## src/rtl/intr_hub_pkg.sv

```systemverilog
package intr_hub_pkg;

  // register byte offsets (software-visible map)
  localparam logic [7:0] OFS_PEND = 8'h00;
  localparam logic [7:0] OFS_MASK = 8'h08;
  localparam logic [7:0] OFS_ACK  = 8'h0C;
  localparam logic [7:0] OFS_CTRL = 8'h1C;

  // control register bit positions
  localparam int CTL_GLB  = 0;
  localparam int CTL_LOCK = 1;
  localparam int CTL_W    = 2;

  typedef enum logic [2:0] {
    RSEL_NONE,
    RSEL_PEND,
    RSEL_MASK,
    RSEL_ACK,
    RSEL_CTRL
  } rsel_e;

  typedef struct packed {
    logic pend;
    logic mask;
    logic ack;
    logic ctrl;
  } wr_hit_t;

endpackage

```

## src/rtl/intr_bus_decode.sv

```systemverilog
module intr_bus_decode
  import intr_hub_pkg::*;
#(
  parameter int ADDR_W = 5
) (
  input  logic              sel_i,
  input  logic              wr_i,
  input  logic [ADDR_W-1:0] addr_i,
  output wr_hit_t           hit_o,
  output rsel_e             rsel_o
);

  function automatic rsel_e map_offset(input logic [ADDR_W-1:0] a);
    logic [7:0] ofs;
    ofs = 8'(a);
    if (ofs == OFS_PEND)      return RSEL_PEND;
    else if (ofs == OFS_MASK) return RSEL_MASK;
    else if (ofs == OFS_ACK)  return RSEL_ACK;
    else if (ofs == OFS_CTRL) return RSEL_CTRL;
    else                      return RSEL_NONE;
  endfunction

  logic wr_go;

  always_comb begin
    rsel_o = map_offset(addr_i);
    wr_go  = sel_i & wr_i;
    hit_o.pend = wr_go && (rsel_o == RSEL_PEND);
    hit_o.mask = wr_go && (rsel_o == RSEL_MASK);
    hit_o.ack  = wr_go && (rsel_o == RSEL_ACK);
    hit_o.ctrl = wr_go && (rsel_o == RSEL_CTRL);
  end

endmodule

```

## src/rtl/intr_pin_sense.sv

```systemverilog
module intr_pin_sense #(
  parameter int          N_SRC     = 32,
  parameter logic [N_SRC-1:0] EDGE_MASK = '0
) (
  input  logic             clk,
  input  logic             rst_n,
  input  logic [N_SRC-1:0] src_i,
  input  logic             capture_i,
  output logic [N_SRC-1:0] rise_o,
  output logic [N_SRC-1:0] set_o
);

  logic [N_SRC-1:0] src_q;
  logic [N_SRC-1:0] raw_set;

  // registered copy of every line, used as the edge reference
  always_ff @(posedge clk or negedge rst_n) begin
    if (!rst_n) src_q <= '0;
    else        src_q <= src_i;
  end

  assign rise_o = src_i & ~src_q;

  // per-line choice of edge or level sensing, fixed by parameter
  for (genvar gi = 0; gi < N_SRC; gi++) begin : g_line
    if (EDGE_MASK[gi]) begin : g_edge
      assign raw_set[gi] = rise_o[gi];
    end else begin : g_level
      assign raw_set[gi] = src_i[gi];
    end
  end

  assign set_o = capture_i ? raw_set : '0;

  // nothing from the lines reaches the flags while capture is off
  p_quiet_unlocked_r6: assert property (@(posedge clk) disable iff (!rst_n)
    !capture_i |-> (set_o == '0));

endmodule

```

## src/rtl/intr_state.sv

```systemverilog
module intr_state
  import intr_hub_pkg::*;
#(
  parameter int N_SRC = 32
) (
  input  logic             clk,
  input  logic             rst_n,
  input  wr_hit_t          hit_i,
  input  logic [N_SRC-1:0] wdata_i,
  input  logic [CTL_W-1:0] wctl_i,
  input  logic [N_SRC-1:0] set_i,
  output logic [N_SRC-1:0] pend_o,
  output logic [N_SRC-1:0] mask_o,
  output logic [CTL_W-1:0] ctl_o,
  output logic             lock_o,
  output logic             sw_pend_wr_o
);

  logic [N_SRC-1:0] pend_q, pend_d;
  logic [N_SRC-1:0] mask_q;
  logic [CTL_W-1:0] ctl_q;
  logic [N_SRC-1:0] ack_vec;

  // clear first, then let the lines set: a set in the acknowledge cycle wins
  function automatic logic [N_SRC-1:0] next_flags(
    input logic [N_SRC-1:0] cur,
    input logic [N_SRC-1:0] clr,
    input logic [N_SRC-1:0] setv,
    input logic             sw_wr,
    input logic [N_SRC-1:0] sw_val
  );
    logic [N_SRC-1:0] base;
    base = sw_wr ? sw_val : cur;
    return (base & ~clr) | setv;
  endfunction

  assign lock_o       = ctl_q[CTL_LOCK];
  assign sw_pend_wr_o = hit_i.pend & ~lock_o;
  assign ack_vec      = hit_i.ack ? wdata_i : '0;
  assign pend_d       = next_flags(pend_q, ack_vec, set_i, sw_pend_wr_o, wdata_i);

  always_ff @(posedge clk or negedge rst_n) begin
    if (!rst_n) begin
      pend_q <= '0;
      mask_q <= '0;
      ctl_q  <= '0;
    end else begin
      pend_q <= pend_d;
      if (hit_i.mask) mask_q <= wdata_i;
      if (hit_i.ctrl) ctl_q  <= wctl_i;
    end
  end

  assign pend_o = pend_q;
  assign mask_o = mask_q;
  assign ctl_o  = ctl_q;

  // a locked direct write can only leave flags that were set or newly raised
  p_locked_write_void_r2: assert property (@(posedge clk) disable iff (!rst_n)
    (lock_o && hit_i.pend) |=> ((pend_q & ~$past(pend_q | set_i)) == '0));

  // flags fall only through software action
  p_sw_only_clear_r3: assert property (@(posedge clk) disable iff (!rst_n)
    !(hit_i.ack || sw_pend_wr_o) |=> (($past(pend_q) & ~pend_q) == '0));

  // a line raising its flag during an acknowledge keeps it set
  p_set_beats_ack_r10: assert property (@(posedge clk) disable iff (!rst_n)
    (hit_i.ack && (set_i != '0)) |=> ((~pend_q & $past(set_i)) == '0));

  // unlocked and no direct write -> no flag rises
  p_no_rise_unlocked_r6: assert property (@(posedge clk) disable iff (!rst_n)
    (!lock_o && !hit_i.pend) |=> ((pend_q & ~$past(pend_q)) == '0));

endmodule

```

## src/rtl/intr_out.sv

```systemverilog
module intr_out #(
  parameter int N_SRC = 32
) (
  input  logic             clk,
  input  logic             rst_n,
  input  logic [N_SRC-1:0] pend_i,
  input  logic [N_SRC-1:0] mask_i,
  input  logic             glb_i,
  output logic             irq_o
);

  function automatic logic any_live(input logic [N_SRC-1:0] p,
                                    input logic [N_SRC-1:0] m);
    return |(p & m);
  endfunction

  assign irq_o = glb_i & any_live(pend_i, mask_i);

  // the request line never rises without the global enable
  p_irq_needs_glb_r7: assert property (@(posedge clk) disable iff (!rst_n)
    irq_o |-> glb_i);

endmodule

```

## src/rtl/intr_hub.sv

```systemverilog
module intr_hub
  import intr_hub_pkg::*;
#(
  parameter int               N_SRC     = 32,
  parameter int               ADDR_W    = 5,
  parameter int               DATA_W    = 32,
  parameter logic [N_SRC-1:0] EDGE_MASK = 32'h0000_FF00
) (
  input  logic              clk,
  input  logic              rst_n,
  input  logic [N_SRC-1:0]  src_i,
  input  logic              bus_sel_i,
  input  logic              bus_wr_i,
  input  logic [ADDR_W-1:0] bus_addr_i,
  input  logic [DATA_W-1:0] bus_wdata_i,
  output logic [DATA_W-1:0] bus_rdata_o,
  output logic              irq_o
);

  wr_hit_t          hit;
  rsel_e            rsel;
  logic [N_SRC-1:0] rise_vec;
  logic [N_SRC-1:0] set_vec;
  logic [N_SRC-1:0] pend;
  logic [N_SRC-1:0] mask;
  logic [CTL_W-1:0] ctl;
  logic             lock;
  logic             sw_pend_wr;

  intr_bus_decode #(.ADDR_W(ADDR_W)) i_dec (
    .sel_i (bus_sel_i),
    .wr_i  (bus_wr_i),
    .addr_i(bus_addr_i),
    .hit_o (hit),
    .rsel_o(rsel)
  );

  intr_pin_sense #(.N_SRC(N_SRC), .EDGE_MASK(EDGE_MASK)) i_sense (
    .clk      (clk),
    .rst_n    (rst_n),
    .src_i    (src_i),
    .capture_i(lock),
    .rise_o   (rise_vec),
    .set_o    (set_vec)
  );

  intr_state #(.N_SRC(N_SRC)) i_state (
    .clk         (clk),
    .rst_n       (rst_n),
    .hit_i       (hit),
    .wdata_i     (bus_wdata_i[N_SRC-1:0]),
    .wctl_i      (bus_wdata_i[CTL_W-1:0]),
    .set_i       (set_vec),
    .pend_o      (pend),
    .mask_o      (mask),
    .ctl_o       (ctl),
    .lock_o      (lock),
    .sw_pend_wr_o(sw_pend_wr)
  );

  intr_out #(.N_SRC(N_SRC)) i_out (
    .clk   (clk),
    .rst_n (rst_n),
    .pend_i(pend),
    .mask_i(mask),
    .glb_i (ctl[CTL_GLB]),
    .irq_o (irq_o)
  );

  function automatic logic [DATA_W-1:0] read_mux(
    input rsel_e            s,
    input logic [N_SRC-1:0] p,
    input logic [N_SRC-1:0] m,
    input logic [CTL_W-1:0] c
  );
    case (s)
      RSEL_PEND: return DATA_W'(p);
      RSEL_MASK: return DATA_W'(m);
      RSEL_CTRL: return DATA_W'(c);
      default:   return '0;   // acknowledge port and holes read zero
    endcase
  endfunction

  assign bus_rdata_o = read_mux(rsel, pend, mask, ctl);

  // dropping only the capture lock keeps an active request up
  p_unlock_keeps_irq_r7: assert property (@(posedge clk) disable iff (!rst_n)
    ($past(hit.ctrl) && $fell(lock) && ctl[CTL_GLB] && $past(irq_o)) |-> irq_o);

  // the acknowledge port always reads zero
  p_ack_reads_zero_r8: assert property (@(posedge clk) disable iff (!rst_n)
    (rsel == RSEL_ACK) |-> (bus_rdata_o == '0));

endmodule

```

## config.mk

```make
export PLATFORM = sky130hd
export DESIGN_NAME = intr_hub
export DESIGN_NICKNAME = d
export VERILOG_FILES = /design/src/rtl/intr_hub_pkg.sv /design/src/rtl/intr_bus_decode.sv /design/src/rtl/intr_pin_sense.sv /design/src/rtl/intr_state.sv /design/src/rtl/intr_out.sv /design/src/rtl/intr_hub.sv
export SDC_FILE = /design/constraint.sdc
export NUM_CORES = 1
export LEC_CHECK = 0
export ABC_CLOCK_PERIOD_IN_PS = 1800
export BUFFER_PORTS_ARGS = -buffer_cell sky130_fd_sc_hd__buf_4
export CORE_MARGIN = 2
export CORE_UTILIZATION = 45
export CTS_BUF_LIST = sky130_fd_sc_hd__clkbuf_4 sky130_fd_sc_hd__clkbuf_8
export DETAILED_ROUTE_END_ITERATION = 12
export GPL_TIMING_DRIVEN = 0
export PLACE_DENSITY = 0.67
export SYNTH_ARGS = -nofsm -noshare
export SYNTH_HDL_FRONTEND = slang
export SYNTH_HIERARCHICAL = 1
export SYNTH_SLANG_ARGS = --single-unit
```

## constraint.sdc

```tcl
create_clock -name clk -period 1.8 [get_ports clk]
set_input_delay 0.27 -clock clk [delete_from_list [all_inputs] [get_ports clk]]
set_output_delay 0.27 -clock clk [all_outputs]
set_load 0.05 [all_outputs]
```

==> impl_metrics.env <==
export IMPL_setup_slack_ns=-0.269
export IMPL_portBuffers=105
export IMPL_gp_congestion=0.793
export IMPL_critical_path_arrival_ns=1.80
export IMPL_grt_busiest_layer="met2"
export IMPL_final_cells=691
export IMPL_grt_remaining_overflow=0
export IMPL_clk_pin_slew_ns=0.08
export IMPL_drc=0
export IMPL_irDropWorstVdd_uv=455
export IMPL_drt_iter0_drc=226
export IMPL_min_path_type="input pin to register"
export IMPL_cts_root_buf="clkbuf_8"
export IMPL_p_per_area_nw_per_um2=704
export IMPL_skew_ns=0.00972
export IMPL_start_util_pct=46.3
export IMPL_synth_nets=480
export IMPL_rr_startpoint="i_state/ctl_o[1]$_DFFE_PN0P_"
export IMPL_dieHeight_um=104
export IMPL_grt_use_met3_pct=5.89
export IMPL_grt_pass1_wl_um=25000
export IMPL_n_antenna_cell=0
export IMPL_synth_warnings=6
export IMPL_design_area_sq_um=6870
export IMPL_use_met1_pct=38.9
export IMPL_antenna_found_initial=0
export IMPL_drt_pass1_iterations=5
export IMPL_cp_common_cell="buf_6"
export IMPL_dp_cells=645
export IMPL_core_rowCount=36
export IMPL_vias=4258
export IMPL_status="complete, but fails checks"
export IMPL_clk_path_buf_depth=2
export IMPL_rsz0062_at_grt="true"
export IMPL_avgSynthCellArea_sq_um=11.1
export IMPL_clkSinkCount=74
export IMPL_crit_path_end_kind="primary output"
export IMPL_grt_max_degree=75
export IMPL_period_minus_slack_ns=2.07
export IMPL_finalSetupTns_ns=-12.92
export IMPL_placed_cell_area_sq_um=5830
export IMPL_setup_worst_path_start="bus_addr_i[0]"
export IMPL_cpMaxStageDelayCell="or3_4"
export IMPL_wl_per_cell_um=23.2
export IMPL_maxCapViolCount=0
export IMPL_numCtsBuffers=9
export IMPL_ios=106
export IMPL_ant_nets=0
export IMPL_dp_hpwl_um=10300
export IMPL_setup_viol=94
export IMPL_drt_wl_total_um=16000
export IMPL_critical_path_class="input pin to primary output"
export IMPL_viasPerCell=6.16
export IMPL_slew_violations=0
export IMPL_core_area_sq_um=9730
export IMPL_path_buf_inv=4
export IMPL_cpPeakStageDelay_ns=0.43
export IMPL_worstMarginPinSlew_ns=1.02
export IMPL_layout_nets=628
export IMPL_min_from="src_i[8]"
export IMPL_syn_area_sq_um=4510
export IMPL_gr_usage_all_layers_pct=29.8
export IMPL_die_area_sq_um=10800
export IMPL_leakage_nw=2.69
export IMPL_cts_tree="yes"
export IMPL_htree_num_levels=3
export IMPL_drive_above_1_share_pct=52.0
export IMPL_fmax_mhz=483
export IMPL_met2_usage_pct=49.0
export IMPL_final_period_utilization_pct=115
export IMPL_area_growth_pct=52.5
export IMPL_n_fill_cell=729
export IMPL_hold_viol_final=0
export IMPL_relSlewSlack_pct=32.3
export IMPL_crit_family="simple AND/OR/NAND/NOR gates"
export IMPL_syn_inst=407
export IMPL_violations="negative setup slack"
export IMPL_grt_pass1_vias=4482
export IMPL_crit_required_ns=1.53
export IMPL_die_w_um=104
export IMPL_cp_max_fo=7
export IMPL_cp_start_kind="input pin"
export IMPL_clock_latency_ns=0.35
export IMPL_critical_path_cell_chain="buf_6 -> or3_4 -> nor2_4 -> buf_12 -> clkbuf_16 -> nand3b_1 -> a21oi_4 -> buf_6"
-- power by group --
group,switching (mW),internal [mW]
logic,0.632,0.718
registers,0.370,1.98
clock network,0.607,0.534
total,1.61,3.23
-- worst paths after layout --
check	endpoint	slack (ns)	cells past startpoint
min in group asynchronous	i_state/mask_o[26]$_DFFE_PN0P_	0.06	1
max	bus_rdata_o[2]	-0.27	8
min	i_sense/src_q[8]$_DFF_PN0_	0.03	1
min reg2reg	i_state/mask_o[1]$_DFFE_PN0P_	0.54	1
max in group asynchronous	i_state/pend_o[5]$_DFF_PN0_	0.99	1
max reg2reg	i_state/pend_o[23]$_DFF_PN0_	-0.02	4
-- flip-flops by register name (all words and copies together) (netlist names) --
name / count
i_state/ctl_o: 2
i_sense/src_q: 8
i_state/mask_o: 32
i_state/pend_o: 32
-- through the flow --
step | total power, mW | worst slack [ns] | utilization, % | hold slack, ns
after floorplan | 2.98 | -0.0479 | - | -0.0256
after global placement | 3.47 | -0.550 | 60.0 | 0.386
after detailed placement | 3.51 | -0.578 | 60.0 | 0.387
after CTS | 4.81 | -0.271 | 69.4 | 0.00754
after global routing | 5.05 | -0.308 | 70.6 | 0.00466
final | 4.84 | -0.269 | 70.6 | 0.0276
-- final cells by class --
type                    count  area (sq um)  area share [%]
multi-input cells         293          2900            42.2
flip-flops and latches     74          1850            27.0
repair buffers            140          1420            20.7
plain buffers              36           367            5.34
well taps                 133           166            2.42
clock buffers              11           145            2.11
clock inverters             3          17.5           0.255
inverters                   1          3.75          0.0546
-- layer usage --
metal	wire (um)	part of all wire, %	up-vias
met3	831	5.2	26
met2	7910	49	158
met4	329	2.1	0
met1	6970	43	2179
met5	0	0	-
li1	-	-	1895
-- timing repair --
action	4_1_cts	5_1_grt
gates resized for setup	95	46
endpoints found under the hold margin	0	0
buffers inserted	18	10
hold buffers	0	0
endpoints found under the setup margin	94	95
pin swaps	22	27
gates cloned	9	5
-- placed cells by master (no fill, tap or decap), types with 2 or more instances in the layout --
| master | count |
|---|---|
| or4b_1 | 19 |
| buf_4 | 91 |
| a22oi_2 | 10 |
| nand3_1 | 2 |
| clkbuf_8 | 10 |
| nor4bb_1 | 2 |
| buf_16 | 3 |
| a22oi_1 | 6 |
| nand3b_1 | 92 |
| buf_8 | 17 |
| nand4_1 | 4 |
| and3b_1 | 8 |
| dfrtp_2 | 2 |
| and2_1 | 24 |
| clkinv_2 | 2 |
| buf_12 | 7 |
| buf_6 | 41 |
| buf_2 | 2 |
| or4b_4 | 13 |
| dfrtp_1 | 72 |
| nor4_1 | 2 |
| clkbuf_2 | 11 |
| clkbuf_16 | 4 |
| mux2_2 | 34 |
| nor2_4 | 2 |
| a21oi_4 | 30 |
| a211o_2 | 2 |
| o311a_1 | 32 |
No activity file was read; power rests on OpenSTA's default activity.
